<file path="src/rtl/age_repl_pkg.sv">
package age_repl_pkg;

    // Per-frame command decoded from the block inputs in one cycle.
    typedef struct packed {
        logic hit;   // frame referenced this cycle
        logic load;  // frame newly filled this cycle
        logic tick;  // periodic aging strobe
    } slot_cmd_t;

    // State held for one frame.
    typedef struct packed {
        logic       used;
        logic [7:0] age;
    } slot_state_t;

    // Age update on a tick: history moves toward bit 0, latest flag enters at the top.
    function automatic logic [7:0] age_step(input logic [7:0] age, input logic used);
        return {used, age[7:1]};
    endfunction

    // True when candidate should replace the running choice (strictly smaller keeps lower index).
    function automatic logic age_better(input logic [7:0] cand, input logic [7:0] best);
        return cand < best;
    endfunction

endpackage

</file>
<file path="src/rtl/age_frame_slot.sv">
module age_frame_slot
    import age_repl_pkg::*;
(
    input  logic        clk,
    input  logic        rst,
    input  slot_cmd_t   cmd,
    output logic [7:0]  age_o
);

    slot_state_t st_q, st_d;

    always_comb begin
        st_d = st_q;
        if (cmd.load) begin
            st_d.age  = '0;
            st_d.used = 1'b1;
        end else begin
            if (cmd.tick) begin
                st_d.age  = age_step(st_q.age, st_q.used);
                st_d.used = 1'b0;
            end
            if (cmd.hit) begin
                st_d.used = 1'b1;
            end
        end
    end

    always_ff @(posedge clk) begin
        if (rst) st_q <= '0;
        else     st_q <= st_d;
    end

    assign age_o = st_q.age;

    AST_REF_SETS_FLAG: assert property (@(posedge clk) disable iff (rst)
        cmd.hit |=> st_q.used);
    AST_TICK_LOW_SHIFT: assert property (@(posedge clk) disable iff (rst)
        (cmd.tick && !cmd.load) |=> st_q.age[6:0] == $past(st_q.age[7:1]));
    AST_TICK_TOP_BIT: assert property (@(posedge clk) disable iff (rst)
        (cmd.tick && !cmd.load) |=> st_q.age[7] == $past(st_q.used));
    AST_IDLE_HOLD: assert property (@(posedge clk) disable iff (rst)
        (!cmd.tick && !cmd.load) |=> $stable(st_q.age));
    AST_TICK_CLEARS_FLAG: assert property (@(posedge clk) disable iff (rst)
        (cmd.tick && !cmd.load && !cmd.hit) |=> !st_q.used);
    AST_TICK_REF_KEPT: assert property (@(posedge clk) disable iff (rst)
        (cmd.tick && cmd.hit) |=> st_q.used);
    AST_LOAD_INIT: assert property (@(posedge clk) disable iff (rst)
        cmd.load |=> (st_q.age == '0 && st_q.used));
    AST_RESET_CLEAR: assert property (@(posedge clk)
        rst |=> (st_q.age == '0 && !st_q.used));

endmodule

</file>
<file path="src/rtl/age_min_sel.sv">
module age_min_sel
    import age_repl_pkg::*;
#(
    parameter int NUM_FRAMES = 8,
    parameter int IDX_W      = $clog2(NUM_FRAMES)
) (
    input  logic [NUM_FRAMES-1:0][7:0] ages,
    output logic [IDX_W-1:0]           min_idx,
    output logic [7:0]                 min_age
);

    logic [NUM_FRAMES-1:0][7:0]       run_age;
    logic [NUM_FRAMES-1:0][IDX_W-1:0] run_idx;

    genvar i;
    generate
        for (i = 0; i < NUM_FRAMES; i++) begin : g_chain
            if (i == 0) begin : g_first
                assign run_age[i] = ages[i];
                assign run_idx[i] = '0;
            end else begin : g_next
                logic take;
                assign take       = age_better(ages[i], run_age[i-1]);
                assign run_age[i] = take ? ages[i] : run_age[i-1];
                assign run_idx[i] = take ? IDX_W'(i) : run_idx[i-1];
            end
        end
    endgenerate

    assign min_idx = run_idx[NUM_FRAMES-1];
    assign min_age = run_age[NUM_FRAMES-1];

endmodule

</file>
<file path="src/rtl/age_victim_port.sv">
module age_victim_port #(
    parameter int IDX_W = 3
) (
    input  logic             clk,
    input  logic             rst,
    input  logic             req,
    input  logic [IDX_W-1:0] sel_idx,
    input  logic [7:0]       sel_age,
    output logic             valid_o,
    output logic [IDX_W-1:0] frame_o,
    output logic [7:0]       age_o
);

    always_ff @(posedge clk) begin
        if (rst) begin
            valid_o <= 1'b0;
            frame_o <= '0;
            age_o   <= '0;
        end else begin
            valid_o <= req;
            if (req) begin
                frame_o <= sel_idx;
                age_o   <= sel_age;
            end
        end
    end

    AST_VICTIM_PULSE: assert property (@(posedge clk) disable iff (rst)
        req |=> valid_o);
    AST_VICTIM_QUIET: assert property (@(posedge clk) disable iff (rst)
        !req |=> !valid_o);
    AST_VALID_RESET: assert property (@(posedge clk)
        rst |=> !valid_o);

endmodule

</file>
<file path="src/rtl/age_repl_top.sv">
module age_repl_top
    import age_repl_pkg::*;
#(
    parameter int NUM_FRAMES = 8,
    localparam int IDX_W     = $clog2(NUM_FRAMES),
    localparam int AGE_W     = 8
) (
    input  logic             clk,
    input  logic             rst,
    input  logic             ref_valid,
    input  logic [IDX_W-1:0] ref_frame,
    input  logic             tick,
    input  logic             load_valid,
    input  logic [IDX_W-1:0] load_frame,
    input  logic             victim_req,
    output logic             victim_valid,
    output logic [IDX_W-1:0] victim_frame,
    output logic [AGE_W-1:0] victim_age
);

    logic [NUM_FRAMES-1:0][7:0] frame_age;
    logic [IDX_W-1:0]           sel_idx;
    logic [7:0]                 sel_age;

    genvar i;
    generate
        for (i = 0; i < NUM_FRAMES; i++) begin : g_slot
            slot_cmd_t cmd;
            assign cmd.hit  = ref_valid  && (ref_frame  == IDX_W'(i));
            assign cmd.load = load_valid && (load_frame == IDX_W'(i));
            assign cmd.tick = tick;

            age_frame_slot u_slot (
                .clk   (clk),
                .rst   (rst),
                .cmd   (cmd),
                .age_o (frame_age[i])
            );

            AST_VICTIM_NOT_ABOVE: assert property (@(posedge clk) disable iff (rst)
                victim_valid |-> victim_age <= $past(frame_age[i]));
            AST_TIE_LOW_INDEX: assert property (@(posedge clk) disable iff (rst)
                (victim_valid && victim_age == $past(frame_age[i]))
                    |-> victim_frame <= IDX_W'(i));
        end
    endgenerate

    age_min_sel #(
        .NUM_FRAMES (NUM_FRAMES),
        .IDX_W      (IDX_W)
    ) u_min (
        .ages    (frame_age),
        .min_idx (sel_idx),
        .min_age (sel_age)
    );

    age_victim_port #(
        .IDX_W (IDX_W)
    ) u_port (
        .clk     (clk),
        .rst     (rst),
        .req     (victim_req),
        .sel_idx (sel_idx),
        .sel_age (sel_age),
        .valid_o (victim_valid),
        .frame_o (victim_frame),
        .age_o   (victim_age)
    );

endmodule

</file>
<file path="config.mk">
export PLATFORM = sky130hd
export DESIGN_NAME = age_repl_top
export DESIGN_NICKNAME = d
export VERILOG_FILES = /design/src/rtl/age_repl_pkg.sv /design/src/rtl/age_frame_slot.sv /design/src/rtl/age_min_sel.sv /design/src/rtl/age_victim_port.sv /design/src/rtl/age_repl_top.sv
export SDC_FILE = /design/constraint.sdc
export NUM_CORES = 1
export LEC_CHECK = 0
export BUFFER_PORTS_ARGS = -buffer_cell sky130_fd_sc_hd__buf_2
export CAP_MARGIN = 5
export CORE_ASPECT_RATIO = 1.2
export CORE_UTILIZATION = 55
export CTS_BUF_LIST = sky130_fd_sc_hd__clkbuf_16
export DETAILED_ROUTE_END_ITERATION = 8
export PLACE_DENSITY = 0.7
export SETUP_SLACK_MARGIN = 0.2
export SLEW_MARGIN = 30
export SYNTH_ARGS = -nofsm -noshare
export SYNTH_HDL_FRONTEND = slang
export SYNTH_SLANG_ARGS = --single-unit
</file>
<file path="constraint.sdc">
create_clock -name clk -period 38.4 [get_ports clk]
set_clock_uncertainty 0.2 [all_clocks]
set_input_delay 1.92 -clock clk [delete_from_list [all_inputs] [get_ports clk]]
set_output_delay 1.92 -clock clk [all_outputs]
set_load 0.02 [all_outputs]
</file>
### Word-level counts from Yosys, hierarchy flattened

Cells that the tools add are included.

| storage, ports and cells | value |
|---|---|
| bits in registers | 84 |
| latch bits | 0 |
| bits in writable memories | 0 |
| ROM bits | 0 |
| input port bits | 12 |
| logic and storage cells | 112 |
| memories | 0 |

| cells by class | value |
|---|---|
| add/sub/neg operators | 0 |
| $mul | 0 |
| div/mod/pow operators | 0 |
| order comparisons | 7 |
| eq/ne operators | 14 |
| shift-type cells | 0 |
| mux-type cells | 38 |
| bitwise gates (word level) | 0 |
| reduce and logical (&&, ||, !) cells | 34 |

Operator list:

| kind | count |
|---|---|
| 9-bit 2-to-1 mux | 16 |
| 8-bit less-than comparator | 7 |
| 8-bit 2-to-1 mux | 7 |
| 3-bit equality test (second input constant) | 8 |
| 3-bit nonzero test | 8 |
| 3-bit 2-to-1 mux | 6 |
| 1-bit logical AND | 16 |
| 2-bit OR reduction | 8 |
| 3-bit by 2-bit equality test with 1-bit output (second input constant) | 4 |
| 1-bit 2-to-1 mux | 9 |
| 3-bit by 1-bit equality test with 1-bit output (second input constant) | 2 |
| 3-bit logical NOT | 2 |

### Logic depth before layout (Yosys ltp)

Gate-level depths: netlist of run 1.

| logic depth | value |
|---|---|
| depth in word-level cells | 14 |
| gate-level depth with buffers | 76 |
| mapped depth without buffers | 69 |

### Hierarchy

Synthesis of run 1 repeated with hierarchy kept, for this count alone.

| second synthesis, totals | value |
|---|---|
| cell total of the unflattened synthesis | 707 |
| area, all modules | 6189.7 um^2 |

By module, submodules not included:

| module | instances | cells each | area each (um^2) | sequential area each (um^2) |
|---|---|---|---|---|
| age_frame_slot | 8 | 39 | 394.1 | 180.2 |
| age_min_sel | 1 | 342 | 2429.8 | 0.0 |
| age_victim_port | 1 | 37 | 414.1 | 240.2 |
| age_repl_top | 1 | 16 | 192.7 | 0.0 |

### Worst setup path before layout of run 1

No wires, ideal clock.

| timing | value |
|---|---|
| kind | reg-to-reg |
| from | reg g_slot[0].u_slot.st_q (netlist bit g_slot[0].u_slot.age_o[7]) |
| to | reg u_port.age_o[0] |
| arrival | 12656 ps |
| data required time | 38078 ps |
| slack | 25422 ps |
| cell stages (with the launch flop) | 73 |
| cells stage by stage | dfxtp_1 -> inv_1 -> ha_1 -> and3_4 -> a221o_1 -> a41oi_4 -> clkbuf_1 -> nor2_1 -> a21oi_1 -> ha_1 -> a21o_1 -> a21o_1 -> a221o_1 -> a21o_1 -> or2_1 -> buf_4 -> clkbuf_1 -> a21oi_1 -> (+37 left out) -> and3_1 -> a21boi_0 -> a32oi_1 -> o21a_1 -> o31ai_1 -> buf_4 -> mux2i_1 -> ha_1 -> a21o_1 -> a21oi_1 -> nor2_1 -> nor2_1 -> nand2_1 -> or2_2 -> a211oi_1 -> a211oi_4 -> buf_4 -> a311o_1 |

| on the way | value |
|---|---|
| word-level cells in the longest chain between the ends | 14 |

RTL lines:

| item | RTL line | source |
|---|---|---|
| start: declaration | age_frame_slot.sv:10 | `slot_state_t st_q, st_d;` |
| start signal: assignment | age_frame_slot.sv:30 | `else st_q <= st_d;` |
| 8-bit less-than comparator | age_repl_pkg.sv:23 | `return cand < best;` |
| 8-bit 2-to-1 mux * | age_min_sel.sv:24 | `assign run_age[i] = take ? ages[i] : run_age[i-1];` |
| 8-bit less-than comparator | age_repl_pkg.sv:23 |  |
| 8-bit 2-to-1 mux * | age_min_sel.sv:24 |  |
| 8-bit less-than comparator | age_repl_pkg.sv:23 |  |
| 8-bit 2-to-1 mux * | age_min_sel.sv:24 |  |
| 8-bit less-than comparator | age_repl_pkg.sv:23 |  |
| 8-bit 2-to-1 mux * | age_min_sel.sv:24 |  |
| 8-bit less-than comparator | age_repl_pkg.sv:23 |  |
| 8-bit 2-to-1 mux * | age_min_sel.sv:24 |  |
| 8-bit less-than comparator | age_repl_pkg.sv:23 |  |
| 8-bit 2-to-1 mux * | age_min_sel.sv:24 |  |
| 8-bit less-than comparator | age_repl_pkg.sv:23 |  |
| 8-bit 2-to-1 mux * | age_min_sel.sv:24 |  |
| end signal: assignment | age_victim_port.sv:23 | `age_o <= sel_age;` |
| end: declaration | age_victim_port.sv:11 | `output logic [7:0] age_o` |

Mark *: on every way between the ends. The rest lies on a longest branch, timed or not.
A chain may end at the register's enable or synchronous reset.

### Worst setup path in the final report of run 1

| timing | value |
|---|---|
| from | reg g_slot[0].u_slot.st_q (netlist bit g_slot[0].u_slot.age_o[7]) |
| to | reg u_port.age_o[5] |

Same word-level chain as after synthesis.

==> impl_metrics.json, run 1 <==
{
  "status": "finished clean",
  "num_vias": 4604,
  "cts.sinks": 84,
  "avgSynthCellArea_um2": 8.37,
  "die_w_um": 93.2,
  "ys_ff_latch": 84,
  "leakage_nw": 2.66,
  "first_global_vias": 4639,
  "nets": 715,
  "fin_util_pct": 61.7,
  "fin_area_um2": 5930,
  "clk_pin_slew_worst_paths_ps": 60,
  "clk_latency_ps": 340,
  "peakVddDrop_mv": 0.0482,
  "max_freq_mhz": 68.5,
  "finalCritPeriodShare_pct": 38.0,
  "antenna_found_initial": 0,
  "maxSlewHeadroom_pct": 45.1,
  "fin_setup_tns_ps": 0,
  "io-pin-count": 24,
  "place_hpwl_um": 9430,
  "crit_required_ps": 38440,
  "fp.dieH_um": 111,
  "grt_remaining_overflow": 0,
  "tightest_slew_ps": 824,
  "portBuffers": 23,
  "crit_path_top_delay_cell": "or2_1",
  "rsz0062_at_grt": "no",
  "drtAntennaViolNets": 0,
  "cts_hold_buf": 0,
  "grt_max_degree": 73,
  "fill_cells": 815,
  "multi_input_area_um2": 3540,
  "antennaDiodeCount": 0,
  "drc": 0,
  "crit_fanout": 19,
  "placement_rows": 39,
  "die-area_um2": 10400,
  "dpl_cell_area_um2": 5660,
  "fp.coreArea_um2": 9610,
  "yosysSeqAreaShare_pct": 30.6,
  "cts_tree": "built",
  "ys.flop_type": "dfxtp_1",
  "cp_common_cell": "a21oi_1",
  "syn_area_um2": 5490,
  "start_util_pct": 57.1,
  "critPathMaxStageDelay_ps": 560,
  "clock-root-buffer": "clkbuf_16",
  "slew_viol_final": 0,
  "cts_setup_buffers": 0,
  "synthArstFlopShare_pct": 0,
  "dr.pass1.iters": 4,
  "max_cap_viol_count": 0,
  "h-tree-depth": 3,
  "synthCells": 656,
  "routed_wl_um": 12300,
  "cts_buffers": 9,
  "yosysUniqueCellTypes": 70,
  "grt_pass1_wl_um": 21100,
  "place_congestion": 0.972,
  "cts_resized": 0,
  "power_density_nw_per_um2": 51.0,
  "synth_nets": 708,
  "drive_gt1_share_pct": 9.58,
  "syn_to_final_growth_pct": 8.04,
  "synth_top_area_share_pct": 30.6,
  "routed_via_density": 5.82,
  "track_usage_pct": 25.4,
  "drt_iter0_drc": 146,
  "yosys-top-cells-area": "dfxtp_1 31%, mux2i_1 14%, ha_1 9.1%",
  "cp.arrival_ps": 14630,
  "hold_path.class": "register to register",
  "seq_area_um2": 1680,
  "yosysWarnings": 0,
  "criticalPathCategory": "register to register",
  "synth_edf_count": 0,
  "cts_buffer_depth": 2,
  "yosys.area.top_type": "dfxtp_1",
  "wire_per_inst_um": 15.6,
  "crit_path_start_kind": "register",
  "fin_crit_ps": 14590,
  "endpoint_kind": "register",
  "finalHoldViolCount": 0,
  "setup_viol": 0
}
==> layer usage <==
metal | vias to the layer above | share of wire, % | global-route usage [%]
met2 | 56 | 52 | 46.8
met5 | - | 0 | 0
met4 | 0 | 2.8 | 10.1
met1 | 2185 | 44 | 28.4
li1 | 2336 | - | -
met3 | 27 | 1.9 | 4.30
==> state kept, by name (all words and copies together) (netlist names) <==
| name | flops |
|---|---|
| u_port.frame_o | 3 |
| u_port.age_o | 8 |
| g_slot.u_slot.age_o | 64 |
| u_port.valid_o | 1 |
| g_slot.u_slot.st_q | 8 |
==> cell families (layout without fill, tap and decap cells) <==
logic type | after synthesis | in the layout | synth area share [%]
AOI/OAI and AO/OA | 131 | 131 | 17.3
DFF | 84 | 84 | 30.6
muxes | 86 | 86 | 15.9
buffers and inverters | 67 | 79 | 4.81
and+or+nand+nor | 246 | 246 | 21.9
adders and majority gates | 41 | 41 | 9.30
xor gates and xnor gates | 1 | 1 | 0.160
==> synthesized netlist by cell type (3+ instances only) <==
library cell and count:
nor3_1 5, nor2b_1 14, o21ai_1 5, a21boi_0 4, and4_1 3, and3_1 8
and2_1 9, dfxtp_1 84, mux2i_1 78, nand3_1 15, o21ai_2 3, nand2b_1 17
mux2_2 7, nand4_1 3, nor4_1 7, a311oi_1 3, buf_4 3, o211ai_1 4
clkbuf_1 23, a31oi_1 6, o21ai_0 14, or2_2 4, ha_1 40, a221o_1 3
o21a_1 3, nor2_1 111, or2_1 3, a21oi_1 36, inv_1 39, a211oi_1 4
a21o_1 16, nor3b_1 7, nand2_1 31
==> worst paths after layout <==
path | from | to | slack, ps | cells after the start
min reg2reg | g_slot[0].u_slot.st_q[8]$_SDFFE_PP0P_ | g_slot[0].u_slot.st_q[8]$_SDFFE_PP0P_ | 270 | 2
max reg2reg | g_slot[0].u_slot.age_o[7]$_SDFFE_PP0P_ | u_port.age_o[5]$_SDFFE_PP0P_ | 23810 | 68
max | g_slot[0].u_slot.age_o[7]$_SDFFE_PP0P_ | u_port.age_o[5]$_SDFFE_PP0P_ | 23810 | 68
min | g_slot[0].u_slot.st_q[8]$_SDFFE_PP0P_ | g_slot[0].u_slot.st_q[8]$_SDFFE_PP0P_ | 270 | 2
==> stage by stage <==
stage	setup slack, ps	hold WS [ps]	instances	power [W]
final	23810	270	791	0.000303
after global routing	22590	312	791	0.000322
after CTS	23930	274	791	0.000304
after detailed placement	23940	263	775	0.000222
after global placement	24490	258	775	0.000219
after floorplan	25420	246	656	0.000200
==> worst max-delay path: cells and delay by family, from the launching register on <==
kind,cells,cell delay [ps]
AOI/OAI and AO/OA,31,6750
adders and majority gates,7,2150
buffers and inverters,6,570
DFF,1,350
muxes,2,660
and+or+nand+nor,22,3790
==> layout by cell type, fill, tap and decap left out, types with 3 or more instances in the layout <==
cell type	instances
nand3_1	15
o21ai_0	14
o21ai_2	3
o21ai_1	5
mux2i_1	78
a21oi_1	36
or2_2	4
clkbuf_16	9
or2_1	3
nor4_1	7
ha_1	40
a211oi_1	4
a311oi_1	3
o211ai_1	4
clkinv_4	3
and3_1	8
a31oi_1	6
o21a_1	3
nor3_1	5
inv_1	39
nor3b_1	7
mux2_2	7
a21o_1	16
nand2_1	31
a21boi_0	4
nor2b_1	14
and2_1	9
and4_1	3
nand4_1	3
nor2_1	111
dfxtp_1	84
buf_2	22
a221o_1	3
nand2b_1	17
==> final cells by class <==
type                            count  share of cell area, %
Clock buffer                        9                   3.80
Tap cell                          123                   2.59
Sequential cell                    84                   28.3
Inverter                           39                   2.47
Timing Repair Buffer               24                   2.17
Multi-Input combinational cell    505                   59.8
Clock inverter                      7                  0.865
==> power breakdown <==
group          total [W]  internal (W)  switching [W]
clock          0.0000815     0.0000442      0.0000373
combinational   0.000128     0.0000511      0.0000773
sequential     0.0000929     0.0000909     0.00000196
Note: power is estimated with default switching activity, not from simulation.
==> run 2, diff against run 1 <==
==> constraint.sdc (replaced) <==
create_clock -name clk -period 13.7 [get_ports clk]
set_clock_uncertainty 0.2 [all_clocks]
set_input_delay 0.685 -clock clk [delete_from_list [all_inputs] [get_ports clk]]
set_output_delay 0.685 -clock clk [all_outputs]
set_load 0.02 [all_outputs]
==> impl_metrics.json, run 2 (same netlist as run 1, synthesis figures left out) <==
{
  "antennaDiodeCount": 0,
  "drc": 0,
  "cts_hold_buf": 0,
  "multi_input_area_um2": 3760,
  "nets": 739,
  "io-pin-count": 24,
  "start_util_pct": 57.1,
  "place_congestion": 0.899,
  "routed_wl_um": 13300,
  "fin_crit_ps": 12770,
  "die_w_um": 93.2,
  "rsz0062_at_grt": "no",
  "tightest_slew_ps": 806,
  "drtAntennaViolNets": 0,
  "cp.arrival_ps": 12830,
  "fin_setup_tns_ps": 0,
  "drive_gt1_share_pct": 16.8,
  "crit_fanout": 9,
  "criticalPathCategory": "register to register",
  "clk_pin_slew_worst_paths_ps": 60,
  "clk_latency_ps": 340,
  "power.total_w": 0.000964,
  "leakage_nw": 2.76,
  "crit_path_top_delay_cell": "a221o_1",
  "crit_path_start_kind": "register",
  "p_seq_share_pct": 27.1,
  "maxSlewHeadroom_pct": 46.3,
  "dr.pass1.iters": 4,
  "final_common_cell": "nor2_1",
  "cts_buffers": 9,
  "wire_per_inst_um": 16.3,
  "combPwrFrac_pct": 49.8,
  "regMostFlops": "g_slot.u_slot.age_o",
  "swShare_pct": 39.5,
  "clock-root-buffer": "clkbuf_16",
  "grt_remaining_overflow": 0,
  "syn_to_final_growth_pct": 14.8,
  "dp_cells": 779,
  "fill_cells": 804,
  "largest_reg_flops": 64,
  "fp.dieH_um": 111,
  "place_hpwl_um": 9420,
  "portBuffers": 23,
  "hold_path.class": "register to register",
  "cts_tree": "built",
  "grt_max_degree": 73,
  "status": "finished clean",
  "crit_required_ps": 13770,
  "top_regs": "g_slot.u_slot.age_o x64, g_slot.u_slot.st_q x8, u_port.age_o x8",
  "first_global_vias": 4671,
  "peakVddDrop_mv": 0.211,
  "p_int_w": 0.000583,
  "drt_iter0_drc": 157,
  "num_vias": 4843,
  "antenna_found_initial": 0,
  "slew_viol_final": 0,
  "critPathMaxStageDelay_ps": 380,
  "cp_common_cell": "a21o_1",
  "fp.coreArea_um2": 9610,
  "clkPwrFrac_pct": 23.1,
  "finalHoldViolCount": 0,
  "max_freq_mhz": 78.3,
  "routed_via_density": 5.94,
  "placement_rows": 39,
  "cts.sinks": 84,
  "grt_pass1_wl_um": 21600,
  "final_cell_mix": "109 x nor2_1, 84 x dfxtp_1, 73 x mux2i_1",
  "track_usage_pct": 25.7,
  "cts_buffer_depth": 2,
  "finalCritPeriodShare_pct": 93.2,
  "setup_viol": 0,
  "p_sw_w": 0.000381,
  "die-area_um2": 10400,
  "max_cap_viol_count": 0,
  "power_density_nw_per_um2": 153,
  "layout.cells.non_filler": 815,
  "holdWs_ps": 284,
  "endpoint_kind": "register",
  "h-tree-depth": 3,
  "seq_area_um2": 1680
}
[run 2: metrics by stage]
| stage | util, % | area, µm² | setup WS (ps) |
|---|---|---|---|
| after floorplan | - | 5490 | 722 |
| after global placement | 59.1 | 5680 | 356 |
| after detailed placement | 59.1 | 5690 | -140 |
| after CTS | 62.1 | 5970 | 229 |
| after global routing | 65.6 | 6300 | 205 |
| final | 65.6 | 6300 | 934 |
[run 2: power groups by stage]
| stage | combinational [W] | sequential [W] | clock (W) |
|---|---|---|---|
| floorplan | 0.000284 | 0.000275 | 0 |
| global placement | 0.000348 | 0.000266 | 0 |
| detailed placement | 0.000354 | 0.000266 | 0 |
| CTS | 0.000359 | 0.000261 | 0.000226 |
| global route | 0.000516 | 0.000262 | 0.000237 |
| finish | 0.000480 | 0.000261 | 0.000223 |
[run 2: worst paths after layout]
path,start,cells past startpoint,slack (ps),endpoint
min,u_port.age_o[7]$_SDFFE_PP0P_,2,280,u_port.age_o[7]$_SDFFE_PP0P_
max reg2reg,g_slot[0].u_slot.age_o[6]$_SDFFE_PP0P_,69,930,u_port.age_o[2]$_SDFFE_PP0P_
max,g_slot[0].u_slot.age_o[6]$_SDFFE_PP0P_,69,930,u_port.age_o[2]$_SDFFE_PP0P_
min reg2reg,u_port.age_o[7]$_SDFFE_PP0P_,2,280,u_port.age_o[7]$_SDFFE_PP0P_
[run 2: layout make-up]
| class | count | area share (%) |
|---|---|---|
| multi-input cells | 508 | 59.7 |
| flip-flops and latches | 84 | 26.7 |
| repair buffers | 45 | 4.62 |
| clock buffers | 9 | 3.57 |
| well taps | 123 | 2.44 |
| inverters | 39 | 2.32 |
| clock inverters | 7 | 0.714 |
[run 2: timing repair]
item                                    in CTS  in global routing
gates cloned                                 0                  4
setup buffers                                0                 16
endpoints found under the setup margin      11                 11
pin swaps                                    0                  7
resized for setup                            3                 41
hold endpoints to repair                     0                  0
[run 2: routing by layer]
layer  GRT usage [%]  vias up  wire [µm]
met5               0        -          0
met3            3.21       33        307
met4            11.9        0        456
li1                -     2399          -
met2            47.6       84       6970
met1            28.7     2327       5570
[run 2: critical path, delay by kind of cell, from the launching register on]
family	cells	cell delay, ps
flops	1	360
mux	3	820
compound gates	36	6650
fa+ha+maj	7	1940
buf+inv	8	860
simple gates	15	1840
